$ cat config.mk
export PLATFORM = sky130hd
export DESIGN_NAME = sfifo_bus_master
export DESIGN_NICKNAME = d
export VERILOG_FILES = /design/src/rtl/sfm_pkg.sv /design/src/rtl/sfm_sequencer.sv /design/src/rtl/sfm_rd_capture.sv /design/src/rtl/sfm_fault_counter.sv /design/src/rtl/sfifo_bus_master.sv
export SDC_FILE = /design/constraint.sdc
export NUM_CORES = 1
export LEC_CHECK = 0
export BUFFER_PORTS_ARGS = -buffer_cell sky130_fd_sc_hd__buf_2
export CAP_MARGIN = 0
export CELL_PAD_IN_SITES_DETAIL_PLACEMENT = 0
export CELL_PAD_IN_SITES_GLOBAL_PLACEMENT = 1
export CORE_ASPECT_RATIO = 1.5
export CORE_UTILIZATION = 37
export DETAILED_ROUTE_END_ITERATION = 8
export PLACE_DENSITY_LB_ADDON = 0.1
export SYNTH_ARGS = -nofsm -noshare
export SYNTH_HDL_FRONTEND = slang
export SYNTH_SLANG_ARGS = --single-unit
$ cat constraint.sdc
create_clock -name clk -period 5 [get_ports clk]
set_input_delay 1 -clock clk [delete_from_list [all_inputs] [get_ports clk]]
set_output_delay 1 -clock clk [all_outputs]
set_load 0.03 [all_outputs]
$ cat src/rtl/sfm_pkg.sv
// Shared types for the slave-FIFO bus master.
// Assumes nothing beyond IEEE 1800-2017 enum support.
package sfm_pkg;

    // Burst phases of the bus sequencer
    typedef enum logic [2:0] {
        ST_IDLE      = 3'd0,
        ST_RD_SETUP  = 3'd1,
        ST_RD_STROBE = 3'd2,
        ST_RD_DRAIN  = 3'd3,
        ST_WR_SETUP  = 3'd4,
        ST_WR_STROBE = 3'd5
    } sfm_state_e;

    // Direction last granted, used for alternating arbitration
    typedef enum logic {
        DIR_RD = 1'b0,
        DIR_WR = 1'b1
    } sfm_dir_e;

endpackage

$ cat src/rtl/sfm_sequencer.sv
// Burst sequencer: chooses a direction, sets the thread address during a setup
// cycle with both strobes idle, holds one strobe for BLOCK_WORDS cycles and,
// for reads, waits RD_LAT drain cycles before deciding again.
// Assumes flags change only in whole blocks and RD_LAT >= 1.
module sfm_sequencer
    import sfm_pkg::*;
#(
    parameter int BLOCK_WORDS = 256,
    parameter int RD_LAT      = 2,
    parameter int ADDR_W      = 2,
    parameter int RD_THREAD   = 0,
    parameter int WR_THREAD   = 3
) (
    input  logic              clk,
    input  logic              rst_n,
    input  logic              flag_rd_i,
    input  logic              flag_wr_i,
    input  logic              src_avail_i,
    output logic              rd_go_o,
    output logic              wr_go_o,
    output logic              oe_act_o,
    output logic              sel_act_o,
    output logic [ADDR_W-1:0] addr_o
);
    localparam int SPAN  = (BLOCK_WORDS > RD_LAT) ? BLOCK_WORDS : RD_LAT;
    localparam int CNT_W = $clog2(SPAN + 1);
    localparam logic [CNT_W-1:0] LAST_WORD  = CNT_W'(BLOCK_WORDS - 1);
    localparam logic [CNT_W-1:0] LAST_DRAIN = CNT_W'(RD_LAT - 1);

    sfm_state_e        state_q, state_d;
    logic [CNT_W-1:0]  cnt_q, cnt_d;
    logic [ADDR_W-1:0] addr_q, addr_d;
    sfm_dir_e          last_q, last_d;
    logic              rd_ok, wr_ok, pick_rd, pick_wr;

    // Arbitration: ready sides, ties broken toward the side not served last
    always_comb begin
        rd_ok   = flag_rd_i;
        wr_ok   = flag_wr_i && src_avail_i;
        pick_rd = rd_ok && (!wr_ok || (last_q == DIR_WR));
        pick_wr = wr_ok && !pick_rd;
    end

    // Next-state, counter and address selection
    always_comb begin
        state_d = state_q;
        cnt_d   = cnt_q;
        addr_d  = addr_q;
        last_d  = last_q;
        unique case (state_q)
            ST_IDLE: begin
                cnt_d = '0;
                if (pick_rd) begin
                    state_d = ST_RD_SETUP;
                    addr_d  = ADDR_W'(RD_THREAD);
                    last_d  = DIR_RD;
                end else if (pick_wr) begin
                    state_d = ST_WR_SETUP;
                    addr_d  = ADDR_W'(WR_THREAD);
                    last_d  = DIR_WR;
                end
            end
            ST_RD_SETUP:  state_d = ST_RD_STROBE;
            ST_RD_STROBE: begin
                if (cnt_q == LAST_WORD) begin
                    state_d = ST_RD_DRAIN;
                    cnt_d   = '0;
                end else begin
                    cnt_d = cnt_q + 1'b1;
                end
            end
            ST_RD_DRAIN: begin
                if (cnt_q == LAST_DRAIN) begin
                    state_d = ST_IDLE;
                    cnt_d   = '0;
                end else begin
                    cnt_d = cnt_q + 1'b1;
                end
            end
            ST_WR_SETUP:  state_d = ST_WR_STROBE;
            ST_WR_STROBE: begin
                if (cnt_q == LAST_WORD) begin
                    state_d = ST_IDLE;
                    cnt_d   = '0;
                end else begin
                    cnt_d = cnt_q + 1'b1;
                end
            end
            default: state_d = ST_IDLE;
        endcase
    end

    // State registers with synchronous reset
    always_ff @(posedge clk) begin
        if (!rst_n) begin
            state_q <= ST_IDLE;
            cnt_q   <= '0;
            addr_q  <= ADDR_W'(RD_THREAD);
            last_q  <= DIR_WR;
        end else begin
            state_q <= state_d;
            cnt_q   <= cnt_d;
            addr_q  <= addr_d;
            last_q  <= last_d;
        end
    end

    // Bus phase decode
    always_comb begin
        rd_go_o   = (state_q == ST_RD_STROBE);
        wr_go_o   = (state_q == ST_WR_STROBE);
        oe_act_o  = (state_q == ST_RD_SETUP) || (state_q == ST_RD_STROBE)
                 || (state_q == ST_RD_DRAIN);
        sel_act_o = (state_q != ST_IDLE);
        addr_o    = addr_q;
    end

    // thread address is frozen while any strobe runs
    p_addr_hold_r3: assert property (@(posedge clk) disable iff (!rst_n)
        (rd_go_o || wr_go_o) |-> $stable(addr_q));

    // output enable leads the read strobe by at least a cycle
    p_oe_lead_r4: assert property (@(posedge clk) disable iff (!rst_n)
        $rose(rd_go_o) |-> $past(oe_act_o));

    // a new read strobe never follows a write strobe directly
    p_gap_rd_r8: assert property (@(posedge clk) disable iff (!rst_n)
        $rose(rd_go_o) |-> $past(!wr_go_o));

    // a new write strobe never follows a read strobe directly
    p_gap_wr_r8: assert property (@(posedge clk) disable iff (!rst_n)
        $rose(wr_go_o) |-> $past(!rd_go_o));

    // read strobes target the read thread, write strobes the write thread
    p_thread_r3: assert property (@(posedge clk) disable iff (!rst_n)
        (rd_go_o |-> addr_o == ADDR_W'(RD_THREAD)) and
        (wr_go_o |-> addr_o == ADDR_W'(WR_THREAD)));

endmodule

$ cat src/rtl/sfm_rd_capture.sv
// Read-data capture: delays each read request by the bridge latency and
// registers the bus word into the sink when its request reaches the end.
// Assumes the bridge presents data exactly RD_LAT cycles after the strobe.
module sfm_rd_capture #(
    parameter int DW     = 16,
    parameter int RD_LAT = 2
) (
    input  logic          clk,
    input  logic          rst_n,
    input  logic          req_i,
    input  logic [DW-1:0] dq_i,
    output logic [DW-1:0] snk_data_o,
    output logic          snk_valid_o
);
    localparam int OUT_W = $clog2(RD_LAT + 2) + 1;

    logic [RD_LAT-1:0] vpipe_q;
    logic              take;

    // Latency pipeline of outstanding requests
    generate
        if (RD_LAT == 1) begin : g_lat_one
            always_ff @(posedge clk) begin
                if (!rst_n) vpipe_q <= '0;
                else        vpipe_q <= req_i;
            end
        end else begin : g_lat_multi
            always_ff @(posedge clk) begin
                if (!rst_n) vpipe_q <= '0;
                else        vpipe_q <= {vpipe_q[RD_LAT-2:0], req_i};
            end
        end
    endgenerate

    assign take = vpipe_q[RD_LAT-1];

    // Sink register: captures the bus word whose request has matured
    always_ff @(posedge clk) begin
        if (!rst_n) begin
            snk_valid_o <= 1'b0;
            snk_data_o  <= '0;
        end else begin
            snk_valid_o <= take;
            if (take) snk_data_o <= dq_i;
        end
    end

    // Outstanding-request tally used only by the check below
    logic [OUT_W-1:0] a_outst_q;
    always_ff @(posedge clk) begin
        if (!rst_n) a_outst_q <= '0;
        else        a_outst_q <= a_outst_q + OUT_W'(req_i) - OUT_W'(snk_valid_o);
    end

    // no word reaches the sink without a matching earlier request
    p_no_extra_word_r5: assert property (@(posedge clk) disable iff (!rst_n)
        snk_valid_o |-> a_outst_q != '0);

endmodule

$ cat src/rtl/sfm_fault_counter.sv
// Fault counter: counts strobe cycles issued while the flag of the addressed
// thread reports not-ready; saturates at its maximum value.
// Assumes the two strobe inputs are never active together.
module sfm_fault_counter #(
    parameter int ERR_W = 8
) (
    input  logic             clk,
    input  logic             rst_n,
    input  logic             rd_go_i,
    input  logic             wr_go_i,
    input  logic             flag_rd_i,
    input  logic             flag_wr_i,
    output logic [ERR_W-1:0] err_cnt_o
);
    localparam logic [ERR_W-1:0] ERR_MAX = '1;

    logic fault;

    // Strobe against a not-ready thread
    assign fault = (rd_go_i && !flag_rd_i) || (wr_go_i && !flag_wr_i);

    // Saturating counter register
    always_ff @(posedge clk) begin
        if (!rst_n)                            err_cnt_o <= '0;
        else if (fault && err_cnt_o != ERR_MAX) err_cnt_o <= err_cnt_o + 1'b1;
    end

    // counter holds when no faulty strobe is seen
    p_err_hold_r10: assert property (@(posedge clk) disable iff (!rst_n)
        !((rd_go_i && !flag_rd_i) || (wr_go_i && !flag_wr_i)) |=> $stable(err_cnt_o));

    // counter never moves by more than one per cycle
    p_err_step_r10: assert property (@(posedge clk) disable iff (!rst_n)
        ##1 (err_cnt_o == $past(err_cnt_o) || err_cnt_o == $past(err_cnt_o) + 1'b1));

endmodule

$ cat src/rtl/sfifo_bus_master.sv
// Synchronous slave-FIFO bus master: block-sized read and write bursts over
// a 16-bit bus, latency-aware capture, alternating arbitration and a fault
// counter. Assumes a show-ahead local source and an always-ready sink.
module sfifo_bus_master
    import sfm_pkg::*;
#(
    parameter int DW          = 16,
    parameter int ADDR_W      = 2,
    parameter int BLOCK_WORDS = 256,
    parameter int RD_LAT      = 2,
    parameter int RD_THREAD   = 0,
    parameter int WR_THREAD   = 3,
    parameter int ERR_W       = 8
) (
    input  logic              clk,
    input  logic              rst_n,
    output logic              sf_cs_n,
    output logic              sf_rd_n,
    output logic              sf_wr_n,
    output logic              sf_oe_n,
    output logic              sf_pktend_n,
    output logic [ADDR_W-1:0] sf_addr,
    input  logic [DW-1:0]     sf_dq_i,
    output logic [DW-1:0]     sf_dq_o,
    output logic              sf_dq_drive,
    input  logic              sf_flag_rd,
    input  logic              sf_flag_wr,
    input  logic [DW-1:0]     src_data_i,
    input  logic              src_avail_i,
    output logic              src_pop_o,
    output logic [DW-1:0]     snk_data_o,
    output logic              snk_valid_o,
    output logic [ERR_W-1:0]  err_cnt_o
);
    localparam int RUN_W = $clog2(BLOCK_WORDS + 1) + 1;

    logic rd_go, wr_go, oe_act, sel_act;

    sfm_sequencer #(
        .BLOCK_WORDS (BLOCK_WORDS),
        .RD_LAT      (RD_LAT),
        .ADDR_W      (ADDR_W),
        .RD_THREAD   (RD_THREAD),
        .WR_THREAD   (WR_THREAD)
    ) u_seq (
        .clk         (clk),
        .rst_n       (rst_n),
        .flag_rd_i   (sf_flag_rd),
        .flag_wr_i   (sf_flag_wr),
        .src_avail_i (src_avail_i),
        .rd_go_o     (rd_go),
        .wr_go_o     (wr_go),
        .oe_act_o    (oe_act),
        .sel_act_o   (sel_act),
        .addr_o      (sf_addr)
    );

    sfm_rd_capture #(
        .DW     (DW),
        .RD_LAT (RD_LAT)
    ) u_cap (
        .clk         (clk),
        .rst_n       (rst_n),
        .req_i       (rd_go),
        .dq_i        (sf_dq_i),
        .snk_data_o  (snk_data_o),
        .snk_valid_o (snk_valid_o)
    );

    sfm_fault_counter #(
        .ERR_W (ERR_W)
    ) u_err (
        .clk       (clk),
        .rst_n     (rst_n),
        .rd_go_i   (rd_go),
        .wr_go_i   (wr_go),
        .flag_rd_i (sf_flag_rd),
        .flag_wr_i (sf_flag_wr),
        .err_cnt_o (err_cnt_o)
    );

    // Bus pin mapping: low-active controls, write data passes from the source
    always_comb begin
        sf_cs_n     = !sel_act;
        sf_rd_n     = !rd_go;
        sf_wr_n     = !wr_go;
        sf_oe_n     = !oe_act;
        sf_pktend_n = 1'b1;
        sf_dq_drive = wr_go;
        sf_dq_o     = wr_go ? src_data_i : '0;
        src_pop_o   = wr_go;
    end

    // Strobe run length tally used only by the checks below
    logic [RUN_W-1:0] a_run_q;
    always_ff @(posedge clk) begin
        if (!rst_n)                  a_run_q <= '0;
        else if (!sf_rd_n || !sf_wr_n) a_run_q <= a_run_q + 1'b1;
        else                         a_run_q <= '0;
    end

    // every read strobe run is exactly one block long
    p_rd_len_r2: assert property (@(posedge clk) disable iff (!rst_n)
        $rose(sf_rd_n) |-> a_run_q == RUN_W'(BLOCK_WORDS));

    // every write strobe run is exactly one block long
    p_wr_len_r6: assert property (@(posedge clk) disable iff (!rst_n)
        $rose(sf_wr_n) |-> a_run_q == RUN_W'(BLOCK_WORDS));

    // the master leaves the bus undriven while the bridge may drive it
    p_no_contention_r4: assert property (@(posedge clk) disable iff (!rst_n)
        !sf_oe_n |-> !sf_dq_drive);

    // strobes only occur with chip-select asserted
    p_cs_strobe_r11: assert property (@(posedge clk) disable iff (!rst_n)
        (!sf_rd_n || !sf_wr_n) |-> !sf_cs_n);

    // one source word is consumed per write strobe cycle
    p_pop_strobe_r6: assert property (@(posedge clk) disable iff (!rst_n)
        src_pop_o |-> (!sf_wr_n && sf_dq_drive));

endmodule

======== After elaboration in Yosys (flattened, before gate mapping) ========
Cells that the tools add are included.
cells by class
  multiplexer cells ....................... 14
  reduce and logical (&&, ||, !) cells .... 25
  eq/ne operators ......................... 12
  add/sub/neg operators ................... 2
operator list
  kind                 count
  $pmux 9 s3           1
  $mux 9               2
  $pmux 3 s6           1
  $mux 16              1
  $mux 3               5
  $add 9x1->9 const B  1
  $eq 9x1->1 const B   1
  $eq 9x8->1 const B   1
  $add 8x1->8 const B  1
  $logic_not 1->1      8
  $ne 8x8->1 const B   1
  $eq 3x2->1 const B   2
  $eq 3x3->1 const B   2
  $logic_and 1x1->1    6
  $reduce_bool 3->1    2
  $logic_or 1x1->1     4
  $mux 2               2
  $ne 2x1->1 const B   2
  $reduce_and 4->1     1
  $eq 3x1->1 const B   1
  $logic_not 3->1      1
  $ne 3x1->1 const B   1
  $mux 1               2
  $ne 2x2->1 const B   1
  3 further kinds      3
word-level totals
  register bits after elaboration ......... 42
  output and inout bits ................... 50

======== Depth between registers and ports, before layout ========
  depth after elaboration ................. 9
  depth in mapped cells ................... 9

======== Modules after synthesis ========
Synthesis repeated with hierarchy kept, for this count alone.
second synthesis, totals
  cell total of the unflattened synthesis .. 239
  area total of the unflattened synthesis .. 2222.1 µm²
by module, submodules not included
  module             cells each  area each (µm²)  instances
  sfm_sequencer      114         938.4            1
  sfm_rd_capture     57          695.7            1
  sfm_fault_counter  44          427.9            1
  sfifo_bus_master   24          160.2            1

======== Worst setup path after synthesis ========
No wires, ideal clock.
  kind .................................... reg2out
  from .................................... reg u_seq.state_q[2]
  to ...................................... out sf_dq_o[10]
  cell stages (with the launch flop) ...... 6
  arrival ................................. 1659 ps
  setup slack ............................. 2341 ps
  required time ........................... 4000 ps
  cells stage by stage .................... dfxtp_1 -> buf_2 -> inv_1 -> nor2_4 -> clkbuf_1 -> and2_1
on the way
  word-level cells in the longest chain between the ends .. 2
RTL lines
  item                      line                    source
  start: declaration        sfm_sequencer.sv:30     sfm_state_e state_q, state_d;
  start signal: assignment  sfm_sequencer.sv:101    state_q <= state_d;
  $eq 3x3->1                sfm_sequencer.sv:111    wr_go_o = (state_q == ST_WR_STROBE);
  via sf_dq_drive           sfifo_bus_master.sv:25  output logic sf_dq_drive,
  $mux 16                   sfifo_bus_master.sv:90  sf_dq_o = wr_go ? src_data_i : '0;
  end: declaration          sfifo_bus_master.sv:24  output logic [DW-1:0] sf_dq_o,
The timed path passes the listed nets, and every way through them passes these cells.

======== Worst setup path in the final report ========
  from .................................... reg u_seq.state_q[2]
  to ...................................... out sf_dq_o[2]
on the way
  word-level cells in the longest chain between the ends .. 2
RTL lines
  item        line
  $eq 3x3->1  sfm_sequencer.sv:111
  $mux 16     sfifo_bus_master.sv:90
Every way passes these cells.

==> run_results.csv <==
group,metric,value,unit
floorplanning,ios,87,
placed_design,placed_area,0.00252,mm2
logic_synthesis,ys_seq_elements,41,
layout,mostFrequentLayoutCells,"buf_2, dfxtp_1, nor2_1",
floorplanning,fp.dieW,63.3,um
placed_design,gp_congestion,0.747,
detailed_routing,dr.pass1.iters,5,
status,status,"completed",
layout,synthToLayoutAreaGrowth,24.9,%
logic_synthesis,synth_xor_area_frac,0.0210,
detailed_routing,viasPerCell,4.99,
timing,rsz0062_at_grt,"no",
floorplanning,start_util,0.382,
logic_synthesis,synth_area,0.00208,mm2
clock_tree,clkSlewWorstSetupHoldPaths,0.07,ns
floorplanning,coreArea,0.00545,mm2
timing,slew_headroom,0.370,
clock_tree,numCtsBuffers,5,
layout,fin_area,0.00260,mm2
logic_synthesis,synth_mux_area_frac,0.0913,
global_route,grt_overflow,0,
layout,multiInputGateArea,0.00115,mm2
pwr,ir_drop,0.212,mV
worst_setup_path,crit_fanout,19,
logic_synthesis,synthAdderAreaFrac,0.0300,
logic_synthesis,synth_cells,237,
timing,post-route-min-period,2.74,ns
detailed_routing,wire_per_inst,12.0,um
logic_synthesis,yosysWarnings,0,
global_route,grt_max_degree,22,
placed_design,dp_hpwl,3350,um
clock_tree,htreeDepth,2,
logic_synthesis,synth_compound_area_frac,0.163,
timing,slew_viol_final,0,
logic_synthesis,avgSynthCellArea,8.78,um2
placed_design,port_buffers,85,
worst_setup_path,crit_type,"register to output port",
timing,fin_ws,2.26,ns
layout,final_common_cell,"buf_2",
worst_setup_path,cp-end-kind,"output port",
logic_synthesis,synth_top_family_by_area,"simple AND/OR/NAND/NOR gates",
timing,fin_crit_sh,0.547,
logic_synthesis,yosys.area.top_type,"dfxtp_1",
layout,drive_gt1_frac,0.307,
layout,nets,357,
floorplanning,dieArea,0.00594,mm2
worst_setup_path,cp.arrival,1.74,ns
worst_setup_path,cp-start-kind,"register",
clock_tree,clk_path_buf_depth,2,
global_route,antenna_found_initial,0,
timing,tns,0,ns
timing,hold_violations,0,
timing,tightest_slew,0.943,ns
layout,regArea,821,um2
pwr,power.density,363,mW/mm2
logic_synthesis,syn-num-nets,279,
logic_synthesis,synthSimpleGateAreaFrac,0.243,
detailed_routing,drt_iter0_markers,58,
floorplanning,die_y,93.9,um
layout,nFillCells,586,
detailed_routing,ant_nets,0,
detailed_routing,wirelength,4640,um
clock_tree,hold_buffers,0,
global_route,track_usage,0.166,
placed_design,detailedPlace.worstSlack,2.56,ns
clock_tree,cts.sinks,41,
timing,clock_skew,0.00279,ns
timing,setup_viol,0,
timing,fmax,0.365,GHz
clock_tree,insertion_delay,0.29,ns
layout,postLayoutCoreUtil,0.477,
floorplanning,row_count,33,
pwr,design_power_total,0.946,mW
detailed_routing,drc,0,
global_route,grt_pass1_vias,1709,
logic_synthesis,synth-seq-area-share,0.394,
placed_design,place_inst,378,
clock_tree,cts_tree,"built",
job,max_cap_violations,0,
clock_tree,ctsResizeCount,0,
detailed_routing,num_vias,1928,
layout,stdcell_count,386,
clock_tree,root_buffer,"clkbuf_8",
global_route,grt_pass1_wl,7840,um
worst_setup_path,required,4.00,ns
layout,n_antenna_cell,0,
logic_synthesis,synth_area_leaders,"dfxtp_1, mux2i_1, and2_1, nor2_1, nand2_1",
hold_path,hold_class,"register to register",
clock_tree,postCtsSetupBuffers,0,
pwr,leakagePower,1.16,nW
logic_synthesis,ys_types,48,
timing,holdWs,0.446,ns
logic_synthesis,yosys.area.top_type_share,0.394,
[registers in the layout, summed over array words and instances, names as in the netlist]
register / count
u_seq.state_q: 3
u_seq.cnt_q: 9
u_seq.last_q: 1
u_cap.vpipe_q: 2
u_err.err_cnt_o: 8
u_seq.addr_o: 1
u_cap.snk_valid_o: 1
u_cap.snk_data_o: 16
[path summary, 6_finish.rpt]
path	slack [ns]	to	cells after the start	from
worst max register to register	2.93	u_seq.state_q[2]	9	u_seq.cnt_q[0]
worst min-delay path	0.45	u_cap.vpipe_q[1]	1	u_cap.vpipe_q[0]
worst max-delay path	2.26	sf_dq_o[2]	4	u_seq.state_q[2]
worst min register to register	0.45	u_cap.vpipe_q[1]	1	u_cap.vpipe_q[0]
[routing by layer]
| metal | routed length, um | vias up | global-route usage | share of wire |
|---|---|---|---|---|
| met2 | 2220 | 78 | 0.295 | 0.48 |
| met1 | 2020 | 857 | 0.188 | 0.44 |
| met3 | 308 | 6 | 0.0376 | 0.066 |
| met5 | 0 | - | 0 | 0 |
| met4 | 90 | 0 | 0.0739 | 0.019 |
| li1 | - | 987 | - | - |
[power by group]
group / leakage (nW) / internal, mW / switching [mW]
Combinational: 0.789 / 0.115 / 0.215
Sequential: 0.331 / 0.354 / 0.0526
Clock: 0.0395 / 0.0993 / 0.110
[cell usage after synthesis, drive strengths merged]
cell type  count
nor3           3
and4bb         1
o21bai         3
a2111oi        1
a221oi         1
ha             5
nand2b         1
xor2           3
o311a          1
nand2         18
o221ai         5
clkbuf         8
o31a           1
o21a           3
nand4          2
conb           1
or3            2
or3b           1
o22ai          2
o211a          1
a21o           1
nor4           2
nor2b          2
and2          19
nor2          28
xnor2          2
mux2i         19
buf            7
or4            2
or2b           1
o2111ai        1
a211oi         2
dfxtp         41
nor4b          2
o31ai          2
o211ai         2
nand3         12
o2bb2ai        2
o21ai          7
a21oi         11
inv            9
[critical path, cell delays in order (launching register included)]
cell and delay (ns):
dfxtp_1 0.63, inv_1 0.18, nor2_4 0.29, and2_1 0.17, buf_2 0.19
[final cells by class]
type | count | share of cell area
Timing Repair Buffer | 86 | 0.166
Tap cell | 70 | 0.0337
Sequential cell | 41 | 0.316
Clock buffer | 8 | 0.0308
Inverter | 9 | 0.0130
Multi-Input combinational cell | 172 | 0.441
[cells by family after synthesis]
logic type,count (synthesis)
other,1
AOI/OAI and AO/OA,46
DFF,41
buffers and inverters,24
and+or+nand+nor,96
xor gates and xnor gates,5
adders and majority gates,5
muxes,19
(Power assumes the default switching activity.)
